File: config.mk
export PLATFORM = sky130hd
export DESIGN_NAME = bl_fade_seq
export DESIGN_NICKNAME = d
export VERILOG_FILES = /design/src/rtl/fade_pkg.sv /design/src/rtl/fade_step_timer.sv /design/src/rtl/fade_level_lut.sv /design/src/rtl/fade_ctrl_fsm.sv /design/src/rtl/bl_fade_seq.sv
export SDC_FILE = /design/constraint.sdc
export NUM_CORES = 1
export LEC_CHECK = 0
export BUFFER_PORTS_ARGS = -buffer_cell sky130_fd_sc_hd__buf_2
export CAP_MARGIN = 20
export CORE_ASPECT_RATIO = 0.7
export CORE_MARGIN = 2
export CORE_UTILIZATION = 45
export DETAILED_ROUTE_END_ITERATION = 16
export PLACE_DENSITY = 0.66
export SLEW_MARGIN = 20
export SYNTH_ARGS = -nofsm -noshare
export SYNTH_HDL_FRONTEND = slang
export SYNTH_SLANG_ARGS = --single-unit
File: constraint.sdc
create_clock -name clk -period 4.15 [get_ports clk]
set_input_delay 1.0375 -clock clk [delete_from_list [all_inputs] [get_ports clk]]
set_output_delay 1.0375 -clock clk [all_outputs]
set_load 0.01 [all_outputs]
File: src/rtl/fade_pkg.sv
package fade_pkg;

    typedef enum logic {
        ST_IDLE = 1'b0,
        ST_RAMP = 1'b1
    } fade_state_e;

    // current in half-milliamp units for a code
    function automatic logic [5:0] code_half_ma(input logic [4:0] c);
        logic [5:0] cw;
        cw = {1'b0, c};
        if (cw < 6'd24)
            return cw + 6'd1;
        else if (cw < 6'd27)
            return 6'd26 + ((cw - 6'd24) << 1);
        else
            return 6'd34 + ((cw - 6'd27) << 2);
    endfunction

endpackage

File: src/rtl/fade_step_timer.sv
module fade_step_timer #(
    parameter int BASE_TICKS = 8,
    parameter int RATE_W     = 2,
    parameter int CNT_W      = $clog2(BASE_TICKS * (1 << RATE_W) + 1)
) (
    input  logic              clk,
    input  logic              rst_n,
    input  logic              run,
    input  logic              tick,
    input  logic [RATE_W-1:0] rate,
    output logic              step_due
);
    localparam int NRATES = 1 << RATE_W;

    logic [CNT_W-1:0] elapsed;
    logic [CNT_W-1:0] interval;

    // interval shrinks by one base unit per rate code
    always_comb begin
        interval = CNT_W'(BASE_TICKS * (NRATES - int'(rate)));
    end

    // compare against the live interval so a rate change applies mid-step
    always_comb begin
        step_due = run && tick && ((elapsed + CNT_W'(1)) >= interval);
    end

    always_ff @(posedge clk or negedge rst_n) begin
        if (!rst_n)
            elapsed <= '0;
        else if (!run || step_due)
            elapsed <= '0;
        else if (tick)
            elapsed <= elapsed + CNT_W'(1);
    end

    assert_restart_after_step_R2: assert property (
        @(posedge clk) disable iff (!rst_n)
        step_due |=> (elapsed == '0)
    );

    assert_hold_without_tick_R4: assert property (
        @(posedge clk) disable iff (!rst_n)
        (run && !tick && $past(run)) |=> (elapsed == $past(elapsed))
    );

endmodule

File: src/rtl/fade_level_lut.sv
module fade_level_lut
    import fade_pkg::*;
#(
    parameter int CODE_W = 5,
    parameter int OUT_W  = 6
) (
    input  logic [CODE_W-1:0] code,
    output logic [OUT_W-1:0]  half_ma
);
    always_comb begin
        half_ma = OUT_W'(code_half_ma(5'(code)));
    end

    always_comb begin
        assert_lut_range_R8: assert (half_ma >= OUT_W'(1) && half_ma <= OUT_W'(50));
        if (code != '0) begin
            assert_lut_rising_R8: assert (half_ma > OUT_W'(code_half_ma(5'(code - CODE_W'(1)))));
        end
    end

endmodule

File: src/rtl/fade_ctrl_fsm.sv
module fade_ctrl_fsm
    import fade_pkg::*;
#(
    parameter int CODE_W = 5
) (
    input  logic              clk,
    input  logic              rst_n,
    input  logic              wr_en,
    input  logic [CODE_W-1:0] wr_code,
    input  logic              fade_en,
    input  logic              step_due,
    output logic [CODE_W-1:0] level_code,
    output logic              busy,
    output logic              timer_run
);
    fade_state_e      state, state_nx;
    logic [CODE_W-1:0] dest_q, dest_nx;
    logic [CODE_W-1:0] level_q, level_nx;
    logic [CODE_W-1:0] stepped;

    // state register
    always_ff @(posedge clk or negedge rst_n) begin
        if (!rst_n) begin
            state   <= ST_IDLE;
            dest_q  <= '0;
            level_q <= '0;
        end else begin
            state   <= state_nx;
            dest_q  <= dest_nx;
            level_q <= level_nx;
        end
    end

    always_comb begin
        stepped = (dest_q > level_q) ? level_q + CODE_W'(1) : level_q - CODE_W'(1);
    end

    // next state and datapath
    always_comb begin
        state_nx = state;
        dest_nx  = dest_q;
        level_nx = level_q;
        unique case (state)
            ST_IDLE: begin
                if (wr_en) begin
                    dest_nx = wr_code;
                    if (fade_en && (wr_code != level_q))
                        state_nx = ST_RAMP;          // start
                    else
                        level_nx = wr_code;          // immediate
                end
            end
            ST_RAMP: begin
                if (!fade_en) begin
                    level_nx = dest_q;               // cancel
                    state_nx = ST_IDLE;
                end else if (step_due) begin
                    level_nx = stepped;              // step
                    if (stepped == dest_q)
                        state_nx = ST_IDLE;          // arrive
                end
            end
            default: state_nx = ST_IDLE;
        endcase
    end

    // outputs
    always_comb begin
        level_code = level_q;
        busy       = (state == ST_RAMP);
        timer_run  = (state == ST_RAMP);
    end

    assert_one_count_per_clock_R1: assert property (
        @(posedge clk) disable iff (!rst_n)
        (busy && fade_en) |=> ((level_q == $past(level_q)) ||
                               (level_q == $past(level_q) + CODE_W'(1)) ||
                               (level_q == $past(level_q) - CODE_W'(1)))
    );

    assert_refused_write_R6: assert property (
        @(posedge clk) disable iff (!rst_n)
        (busy && wr_en) |=> (dest_q == $past(dest_q))
    );

    assert_cancel_jump_R5: assert property (
        @(posedge clk) disable iff (!rst_n)
        (busy && !fade_en) |=> ((level_q == $past(dest_q)) && !busy)
    );

    assert_release_at_dest_R9: assert property (
        @(posedge clk) disable iff (!rst_n)
        $fell(busy) |-> (level_q == dest_q)
    );

endmodule

File: src/rtl/bl_fade_seq.sv
module bl_fade_seq
    import fade_pkg::*;
#(
    parameter int CODE_W     = 5,
    parameter int RATE_W     = 2,
    parameter int BASE_TICKS = 8,
    parameter int OUT_W      = 6
) (
    input  logic              clk,
    input  logic              rst_n,
    input  logic              wr_en,
    input  logic [CODE_W-1:0] wr_code,
    input  logic              fade_en,
    input  logic [RATE_W-1:0] rate_sel,
    input  logic              ms_tick,
    output logic [CODE_W-1:0] level_code,
    output logic              busy,
    output logic              fading,
    output logic [OUT_W-1:0]  level_half_ma
);
    localparam int CNT_W = $clog2(BASE_TICKS * (1 << RATE_W) + 1);

    logic step_due;
    logic timer_run;

    fade_step_timer #(
        .BASE_TICKS(BASE_TICKS),
        .RATE_W    (RATE_W),
        .CNT_W     (CNT_W)
    ) u_timer (
        .clk     (clk),
        .rst_n   (rst_n),
        .run     (timer_run),
        .tick    (ms_tick),
        .rate    (rate_sel),
        .step_due(step_due)
    );

    fade_ctrl_fsm #(
        .CODE_W(CODE_W)
    ) u_fsm (
        .clk       (clk),
        .rst_n     (rst_n),
        .wr_en     (wr_en),
        .wr_code   (wr_code),
        .fade_en   (fade_en),
        .step_due  (step_due),
        .level_code(level_code),
        .busy      (busy),
        .timer_run (timer_run)
    );

    fade_level_lut #(
        .CODE_W(CODE_W),
        .OUT_W (OUT_W)
    ) u_lut (
        .code   (level_code),
        .half_ma(level_half_ma)
    );

    always_comb begin
        fading = busy && fade_en;
    end

endmodule

==> results.json <==
{
  "die_area_um2": 3970,
  "max_cap_violations": 0,
  "max_freq_mhz": 302,
  "ant_nets": 0,
  "syn_avg_cell_area_um2": 8.45,
  "hold_slack_ns": 0.525,
  "postCtsSetupBuffers": 0,
  "end_kind": "register",
  "rsz0062_at_grt": "false",
  "power_density_nw_per_um2": 899,
  "core_um2": 3230,
  "final_util_pct": 54.4,
  "crit_path_max_incr_delay_ns": 0.59,
  "post_cts_resized": 0,
  "rrSetupSlack_ns": 0.84,
  "drive_above_1_share_pct": 17.6,
  "place_congestion": 0.876,
  "critPathLaunchType": "register",
  "fin_crit_sh_pct": 79.7,
  "wire_per_inst_um": 13.9,
  "min-delay-path-class": "reg -> reg",
  "syn_inst": 185,
  "netlist_area_um2": 1560,
  "synth.net_count": 215,
  "drc": 0,
  "final_max_slew_viol_count": 0,
  "ys_ff_latch": 17,
  "hold_viol": 0,
  "outcome": "complete, no violations",
  "clk_latency_ns": 0.25,
  "yosysUniqueCellTypes": 38,
  "finalSetupViolations": 0,
  "die_h_um": 53.3,
  "ctsHtreeMaxLevel": 1,
  "insertedDiodeCount": 0,
  "synthFlopType": "dfrtp_1",
  "grt_overflow": 0,
  "clock_path_buffers": 2,
  "drt-pass1-iter-count": 5,
  "fill_cells": 305,
  "synthTopCellsByArea": "dfrtp_1, ha_1, xnor2_1, o21ai_0, nand2_1",
  "slew_headroom_pct": 54.0,
  "fin_crit_ns": 3.31,
  "stdcell_count": 252,
  "cts_hold_buf": 0,
  "cp.arrival_ns": 3.43,
  "finalPower_mw": 1.58,
  "rows": 17,
  "drtIter0Drc": 101,
  "worstPathCellList": "inv_1 > ha_1 > nand3_1 > mux2i_1 > a21oi_1 > inv_1 > ha_1 > nor2b_1 > a221oi_1 > xnor2_1 > xnor2_1 > xnor2_1 > a21oi_1",
  "numCtsBuffers": 3,
  "via_per_inst": 5.42,
  "yosysTopAreaCellShare_pct": 27.2,
  "fin_skew_ns": 0.00184,
  "slowest_stage": "dfrtp_1",
  "cts.clk_slew.worst_paths_ns": 0.07,
  "critical_path_class": "reg -> reg",
  "dp.cells": 248,
  "route.vias.total": 1366,
  "grt_pass1_vias": 1221,
  "layout.nets": 236,
  "clkSinkCount": 17,
  "antenna_found_initial": 0,
  "grt_max_degree": 20,
  "ys_async_sr_fraction_pct": 100,
  "ioPinCount": 25,
  "crit_top_cell": "xnor2_1",
  "post-dp-hpwl_um": 2800,
  "yosys_warnings": 0,
  "ys_seq_area_share_pct": 27.2,
  "io_buffers": 24,
  "initial_utilization_pct": 48.4,
  "cts_tree": "done",
  "grt_pass1_wl_um": 5910,
  "syn2layout_area_growth_pct": 12.4,
  "crit_required_ns": 4.28,
  "yosys.area.top_type": "dfrtp_1",
  "routed_wl_um": 3490,
  "tightest_slew_ns": 0.683,
  "die_w_um": 74.5,
  "final.setup.tns_ns": 0,
  "synth_edf_count": 0,
  "leakage_nw": 0.830,
  "track_usage_pct": 19.8,
  "vdd_ir_drop_max_uv": 442,
  "worstPathMaxFanout": 12,
  "cts-root-buf": "clkbuf_8"
}
-- cells by family (layout without fill, tap and decap cells) --
logic type      count (synthesis)  in the layout  share of synthesized area, %
buf+inv                        22             42                          5.36
simple gates                   55             55                          17.5
fa+ha+maj                      18             18                          14.9
compound gates                 46             46                          19.0
xor+xnor                       19             19                          10.6
flops                          17             17                          27.2
mux                             8              8                          5.44
-- power breakdown --
group	switching [mW]	internal [mW]
logic	0.609	0.518
registers	0.117	0.215
clock network	0.0555	0.0665
-- cell usage in the layout (no fill, tap or decap), types with 2 or more instances in the layout --
master and count:
buf_2 24, o21ai_0 19, nand2_1 18, ha_1 17, dfrtp_1 17, inv_1 14
xnor2_1 13, nor2_1 10, a21oi_1 9, nand2b_1 7, xor2_1 6, nand3_1 5
nor2b_1 5, o211ai_1 4, mux2i_1 4, mux2_2 4, clkbuf_8 3, nor4b_1 2
and2_1 2, a221oi_1 2, o22ai_1 2
-- Yosys cell counts, drive strengths merged (4+ instances only) --
| master | instances |
|---|---|
| a21oi | 9 |
| clkbuf | 7 |
| dfrtp | 17 |
| ha | 17 |
| inv | 14 |
| mux2 | 4 |
| mux2i | 4 |
| nand2 | 18 |
| nand2b | 7 |
| nand3 | 5 |
| nor2 | 10 |
| nor2b | 5 |
| o211ai | 4 |
| o21ai | 19 |
| xnor2 | 13 |
| xor2 | 6 |
-- layout make-up --
type	instances	area, µm²	area share (%)
Clock buffer	3	41.3	2.35
Clock inverter	1	5.00	0.285
Multi-Input combinational cell	146	1050	60.0
Timing Repair Buffer	24	120	6.83
Sequential cell	17	425	24.2
Inverter	14	52.6	2.99
Tap cell	47	58.8	3.35
-- sequential cells by signal (all words and copies together) (netlist names) --
signal	cells
u_timer.elapsed	6
u_fsm.busy	1
u_fsm.dest_q	5
u_fsm.level_code	5
-- worst max-delay path, delay by kind of cell (launching register included) --
| kind | cells | cell delay (ns) |
|---|---|---|
| simple gates | 2 | 0.24 |
| flops | 1 | 0.59 |
| xor+xnor | 3 | 0.54 |
| fa+ha+maj | 2 | 0.69 |
| compound gates | 3 | 0.72 |
| mux | 1 | 0.07 |
| buf+inv | 2 | 0.34 |
-- worst paths after layout --
check | startpoint | endpoint | cells after the start
max in group asynchronous | rst_n | u_fsm.dest_q[1]$_DFFE_PN0P_ | 1
worst max-delay path | u_fsm.level_code[2]$_DFFE_PN0P_ | u_fsm.busy$_DFF_PN0_ | 13
worst min register to register | u_timer.elapsed[5]$_DFFE_PN0P_ | u_timer.elapsed[5]$_DFFE_PN0P_ | 2
worst max register to register | u_fsm.level_code[2]$_DFFE_PN0P_ | u_fsm.busy$_DFF_PN0_ | 13
min in group asynchronous | rst_n | u_timer.elapsed[3]$_DFFE_PN0P_ | 1
worst min-delay path | u_timer.elapsed[5]$_DFFE_PN0P_ | u_timer.elapsed[5]$_DFFE_PN0P_ | 2
-- layer usage --
| layer | share of wire (%) | GRT usage, % | wire length (µm) |
|---|---|---|---|
| met4 | 0.34 | 1.79 | 12 |
| met1 | 53 | 30.9 | 1870 |
| met5 | 0 | 0 | 0 |
| met3 | 5.2 | 4.19 | 180 |
| met2 | 41 | 28.5 | 1430 |
-- metrics by stage --
step	cell area [µm²]	setup slack, ns
final	1760	0.844
after global placement	1710	0.935
after detailed placement	1710	0.894
after CTS	1760	0.857
after floorplan	1560	1.12
after global routing	1760	0.556
Power figures use the tool's default switching activity.
